<file path="src/rtl/shrot_pkg.sv">
package shrot_pkg;

    typedef enum logic [2:0] {
        OP_SHL  = 3'd0,
        OP_SHR  = 3'd1,
        OP_RCL  = 3'd2,
        OP_RCR  = 3'd3,
        OP_SAR  = 3'd4,
        OP_SWAP = 3'd5,
        OP_RSV6 = 3'd6,
        OP_RSV7 = 3'd7
    } shrot_op_e;

    typedef struct packed {
        logic z;
        logic c;
        logic n;
        logic v;
        logic s;
    } shrot_flags_t;

endpackage

</file>
<file path="src/rtl/shrot_datapath.sv">
module shrot_datapath
    import shrot_pkg::*;
#(
    parameter int WIDTH = 8
) (
    input  shrot_op_e          op,
    input  logic [WIDTH-1:0]   operand,
    input  logic               carry_in,
    output logic [WIDTH-1:0]   result,
    output logic               carry_out,
    output logic               touches_flags
);
    localparam int HALF = WIDTH / 2;
    localparam int MSB  = WIDTH - 1;

    logic [WIDTH-1:0] swapped;

    // Build the half-exchange bit by bit.
    for (genvar i = 0; i < HALF; i++) begin : g_swap
        assign swapped[i]        = operand[i + HALF];
        assign swapped[i + HALF] = operand[i];
    end

    always_comb begin
        result        = operand;
        carry_out     = 1'b0;
        touches_flags = 1'b0;
        unique case (op)
            OP_SHL: begin
                result        = {operand[MSB-1:0], 1'b0};
                carry_out     = operand[MSB];
                touches_flags = 1'b1;
            end
            OP_SHR: begin
                result        = {1'b0, operand[MSB:1]};
                carry_out     = operand[0];
                touches_flags = 1'b1;
            end
            OP_RCL: begin
                result        = {operand[MSB-1:0], carry_in};
                carry_out     = operand[MSB];
                touches_flags = 1'b1;
            end
            OP_RCR: begin
                result        = {carry_in, operand[MSB:1]};
                carry_out     = operand[0];
                touches_flags = 1'b1;
            end
            OP_SAR: begin
                result        = {operand[MSB], operand[MSB:1]};
                carry_out     = operand[0];
                touches_flags = 1'b1;
            end
            OP_SWAP: begin
                result        = swapped;
            end
            OP_RSV6, OP_RSV7: begin
                result        = operand;
            end
        endcase
    end
endmodule

</file>
<file path="src/rtl/shrot_flags.sv">
module shrot_flags
    import shrot_pkg::*;
#(
    parameter int WIDTH = 8
) (
    input  logic [WIDTH-1:0] result,
    input  logic             carry_out,
    input  logic             touches_flags,
    output shrot_flags_t     value,
    output shrot_flags_t     wr_en
);
    logic neg, ovf;

    assign neg = result[WIDTH-1];
    assign ovf = neg ^ carry_out;

    always_comb begin
        value = '0;
        wr_en = '0;
        if (touches_flags) begin
            value.z = (result == '0);
            value.c = carry_out;
            value.n = neg;
            value.v = ovf;
            value.s = neg ^ ovf;
            wr_en   = '1;
        end
    end
endmodule

</file>
<file path="src/rtl/shrot_unit.sv">
module shrot_unit
    import shrot_pkg::*;
#(
    parameter int WIDTH = 8
) (
    input  logic             clk,
    input  logic             rst_n,
    input  logic             in_valid,
    input  logic [2:0]       in_op,
    input  logic [WIDTH-1:0] in_operand,
    input  logic             in_carry,
    output logic             out_valid,
    output logic [WIDTH-1:0] out_result,
    output logic             out_z,
    output logic             out_c,
    output logic             out_n,
    output logic             out_v,
    output logic             out_s,
    output logic             out_we_z,
    output logic             out_we_c,
    output logic             out_we_n,
    output logic             out_we_v,
    output logic             out_we_s
);
    logic [WIDTH-1:0] dp_result;
    logic             dp_carry;
    logic             dp_touch;
    shrot_flags_t     fl_value, fl_wren;

    logic             valid_q;
    logic [WIDTH-1:0] result_q;
    shrot_flags_t     value_q, wren_q;

    shrot_datapath #(.WIDTH(WIDTH)) datapath_i (
        .op            (shrot_op_e'(in_op)),
        .operand       (in_operand),
        .carry_in      (in_carry),
        .result        (dp_result),
        .carry_out     (dp_carry),
        .touches_flags (dp_touch)
    );

    shrot_flags #(.WIDTH(WIDTH)) flags_i (
        .result        (dp_result),
        .carry_out     (dp_carry),
        .touches_flags (dp_touch),
        .value         (fl_value),
        .wr_en         (fl_wren)
    );

    // Output stage register
    always_ff @(posedge clk or negedge rst_n) begin
        if (!rst_n) begin
            valid_q  <= 1'b0;
            result_q <= '0;
            value_q  <= '0;
            wren_q   <= '0;
        end else begin
            valid_q <= in_valid;
            if (in_valid) begin
                result_q <= dp_result;
                value_q  <= fl_value;
                wren_q   <= fl_wren;
            end else begin
                wren_q   <= '0;
            end
        end
    end

    always_comb begin
        out_valid  = valid_q;
        out_result = result_q;
        out_z      = value_q.z;
        out_c      = value_q.c;
        out_n      = value_q.n;
        out_v      = value_q.v;
        out_s      = value_q.s;
        out_we_z   = wren_q.z;
        out_we_c   = wren_q.c;
        out_we_n   = wren_q.n;
        out_we_v   = wren_q.v;
        out_we_s   = wren_q.s;
    end
endmodule

</file>
<file path="config.mk">
export PLATFORM = sky130hd
export DESIGN_NAME = shrot_unit
export DESIGN_NICKNAME = d
export VERILOG_FILES = /design/src/rtl/shrot_pkg.sv /design/src/rtl/shrot_datapath.sv /design/src/rtl/shrot_flags.sv /design/src/rtl/shrot_unit.sv
export SDC_FILE = /design/constraint.sdc
export NUM_CORES = 1
export LEC_CHECK = 0
export BUFFER_PORTS_ARGS = -buffer_cell sky130_fd_sc_hd__buf_2
export CAP_MARGIN = 40
export CORE_UTILIZATION = 48
export DETAILED_ROUTE_END_ITERATION = 6
export HOLD_SLACK_MARGIN = 0.1
export PLACE_DENSITY = 0.85
export SYNTH_ARGS = -nofsm -noshare
export SYNTH_HDL_FRONTEND = slang
export SYNTH_SLANG_ARGS = --single-unit
</file>
<file path="constraint.sdc">
create_clock -name clk -period 0.8 [get_ports clk]
set_input_delay 0.08 -clock clk [delete_from_list [all_inputs] [get_ports clk]]
set_output_delay 0.08 -clock clk [all_outputs]
set_load 0.01 [all_outputs]
</file>
==> results_dict.tcl, run 1 <==
set metrics [dict create \
    synth.top_cell.area_share_pct 40.5 \
    synth_fp_nets 120 \
    firstError "[ERROR DPL-0033] detailed placement checks failed during check placement." \
    cts_buffer_depth 2 \
    fp.dieW_um 45.9 \
    start_util_pct 52.5 \
    die_y_um 45.9 \
    boundaryPins 34 \
    synth_seq_cells 15 \
    netlist_area_um2 926 \
    outcome "did not finish" \
    place_hpwl_um 2030 \
    cts_num_sinks 15 \
    synth.avg_cell_area_um2 8.82 \
    cts_buffers 3 \
    synthTopCellsByArea "dfrtp_1 41%, a21oi_1 4.9%, nor2_1 3.6%" \
    yosysMostFrequentCell "dfrtp_1" \
    post_dp_cell_area_um2 1350 \
    yosysWarningCount 0 \
    synth_edf_count 0 \
    root_buffer "clkbuf_4" \
    synth_ff_type "dfrtp_1" \
    synthTopCellsByCount "15 x dfrtp_1, 9 x a21oi_1, 9 x nor2_1" \
    synthArstFlopShare_pct 100 \
    dp.cells 186 \
    cts_setup_buffers 13 \
    h-tree-depth 1 \
    netlist.top_cell.by_area "dfrtp_1" \
    synth_cell_types 35 \
    lastStage "4_1_cts" \
    hold_buffers 1 \
    ctsResizeCount 54 \
    fp-row-count 15 \
    synth_cells 105 \
    io_buffers 33 \
    place_congestion 0.878 \
    yosysSeqAreaShare_pct 40.5 \
]
stage by stage:
stage / worst slack [ps] / hold WS, ps
global placement: -602 / -16.8
detailed placement: -618 / -4.52
floorplan: -415 / -216
kinds of logic after synthesis:
group / synth area share (%)
compound gates: 23.6
xor+xnor: 0.946
buf+inv: 11.4
flops: 40.5
mux: 4.86
simple gates: 18.6
==> run 2, diff against run 1 <==
--- a/config.mk
+++ b/config.mk
@@ -7,10 +7,10 @@
 export LEC_CHECK = 0
 export BUFFER_PORTS_ARGS = -buffer_cell sky130_fd_sc_hd__buf_2
 export CAP_MARGIN = 40
-export CORE_UTILIZATION = 48
+export CORE_AREA = 2 2 63 65
 export DETAILED_ROUTE_END_ITERATION = 6
-export HOLD_SLACK_MARGIN = 0.1
-export PLACE_DENSITY = 0.85
+export DIE_AREA = 0 0 65 67
+export PLACE_DENSITY_LB_ADDON = 0.15
 export SYNTH_ARGS = -nofsm -noshare
 export SYNTH_HDL_FRONTEND = slang
 export SYNTH_SLANG_ARGS = --single-unit
==> results_dict.tcl, run 2 <==
set metrics [dict create \
    outcome "finished with violations" \
    violations "negative setup slack" \
    finalSetupViolations 32 \
    grt_use_met1_pct 17.3 \
    netlist.top_cell.by_area "dfrtp_1" \
    synth_seq_cells 15 \
    drc 0 \
    cpPeakStageDelay_ps 450 \
    met2_usage_pct 28.0 \
    p_leak_nw 0.867 \
    crit_family "compound AO/OA/AOI/OAI gates" \
    place_congestion 0.850 \
    antenna_found_initial 0 \
    dp.cells 207 \
    yosysMostFrequentCell "dfrtp_1" \
    nets 200 \
    fin_crit_sh_pct 146 \
    postLayoutCoreUtil_pct 50.4 \
    routed_via_density 4.77 \
    fp-row-count 22 \
    stdcell_count 232 \
    cts_buffers 3 \
    final_area_um2 1820 \
    grt.busiest_layer "met2" \
    synth_fp_nets 120 \
    critical_path_required_ps 950 \
    largest_reg_flops 8 \
    dp_slack_ps -688 \
    synth_cell_types 35 \
    power_mw 2.46 \
    track_usage_pct 15.1 \
    cts_tree "done" \
    end_kind "register" \
    worstMarginPinSlew_ps 497 \
    drt_first_pass_iters 4 \
    critPathBufInv 1 \
    io_buffers 33 \
    synth_ff_type "dfrtp_1" \
    drtIter0Drc 32 \
    relSlewSlack_pct 66.9 \
    yosysSeqAreaShare_pct 40.5 \
    synth_edf_count 0 \
    root_buffer "clkbuf_8" \
    fp.dieW_um 65 \
    synth.avg_cell_area_um2 8.82 \
    crit_chain "buf_12 -> mux2_4 -> a222oi_1 -> nand4_1 -> o32ai_2" \
    h-tree-depth 1 \
    insertion_delay_ps 240 \
    netlist_area_um2 926 \
    grt_max_degree 23 \
    worst_slack_ps -371 \
    grt_pass1_vias 1122 \
    cts_num_sinks 15 \
    cts.clk_slew.worst_paths_ps 60 \
    grt_first_pass_wirelength_um 5040 \
    die_y_um 67 \
    grtUsageMet3_pct 1.01 \
    crit_arrival_ps 1320 \
    synthTopCellsByArea "dfrtp_1 41%, a21oi_1 4.9%, nor2_1 3.6%" \
    mostFrequentLayoutCell "buf_4" \
    cts_buffer_depth 2 \
    place_hpwl_um 2180 \
    die_area_um2 4360 \
    hold_class "in2reg" \
    routed_wl_um 3030 \
    irDropWorstVdd_v 0.000538 \
    min_period_ps 1170 \
    post_dp_cell_area_um2 1370 \
    finalHoldViolCount 0 \
    start_util_pct 25.7 \
    max_freq_ghz 0.854 \
    maxCapViolations 0 \
    slew_violations 0 \
    path_max_fanout 5 \
    via_count 1107 \
    synth.top_cell.area_share_pct 40.5 \
    worstSetupPathType "in2reg" \
    rsz0062_at_grt "true" \
    boundaryPins 34 \
    area_delta_synth_final_pct 96.4 \
    synthArstFlopShare_pct 100 \
    final_cell_mix "35 x buf_4, 30 x buf_2, 15 x dfrtp_1, 14 x buf_6, 9 x nor2_1" \
    antennaDiodeCount 0 \
    wl_per_cell_um 13.1 \
    core_area_um2 3610 \
    final_layout_size_suffix_gt1_share_pct 63.0 \
    yosysWarningCount 0 \
    worst_setup_path_start_kind "primary input" \
    final.setup_skew_ps 0 \
    ant_nets 0 \
    synth_cells 105 \
    p_per_area_nw_per_um2 1350 \
    overflow 0 \
    synthTopCellsByCount "15 x dfrtp_1, 9 x a21oi_1, 9 x nor2_1" \
    slowest_stage "a222oi_1" \
]
run 2: cell counts after synthesis:
Identical to the previous run, type by type.
run 2: final timing paths:
| path | start | end | slack, ps | cells past startpoint |
|---|---|---|---|---|
| worst min register to register | out_result[4]$_DFFE_PN0P_ | out_result[4]$_DFFE_PN0P_ | 510 | 2 |
| min in group asynchronous | rst_n | out_result[1]$_DFFE_PN0P_ | 260 | 2 |
| worst min-delay path | in_valid | out_valid$_DFF_PN0_ | 250 | 2 |
| worst max register to register | out_result[1]$_DFFE_PN0P_ | out_result[1]$_DFFE_PN0P_ | -10 | 3 |
| worst max-delay path | in_op[0] | out_z$_DFFE_PN0P_ | -370 | 5 |
| max in group asynchronous | rst_n | out_result[4]$_DFFE_PN0P_ | 290 | 2 |
run 2: layout make-up:
class | count | area, µm²
clock buffer | 4 | 45.0
tap | 48 | 60.1
inverter | 8 | 30.0
multi-input combinational | 71 | 622
sequential | 15 | 375
fill | 346 | 1790
timing repair buffer | 86 | 686
run 2: per-stage QoR:
step	TNS (ps)	hold WS, ps
after floorplan	-1880	-216
after global placement	-6450	-1.79
after detailed placement	-6700	-2.60
after CTS	-2760	230
after global routing	-4260	251
final	-3060	248
run 2: power by group:
group	internal, mW	total (mW)	switching [mW]
registers	0.838	0.875	0.0371
logic	0.547	0.988	0.442
clock network	0.352	0.593	0.240
run 2: kinds of logic after synthesis:
logic type,Yosys count,synth area share [%]
buf+inv,19,11.4
compound gates,33,23.6
simple gates,33,18.6
flops,15,40.5
mux,4,4.86
xor+xnor,1,0.946
run 2: metal layers:
layer  vias to the layer above  routed length [µm]
li1                        542                   -
met1                       518                1160
met2                        38                1610
met3                         9                 181
met4                         0                  88
met5                         -                   0
run 2: timing repair:
item	in CTS	in global routing
gates resized for setup	43	14
hold endpoints to repair	15	0
pin swaps	24	11
endpoints found under the setup margin	32	32
hold buffers	1	0
setup buffers	20	10
Note: power is estimated with default switching activity, not from simulation.
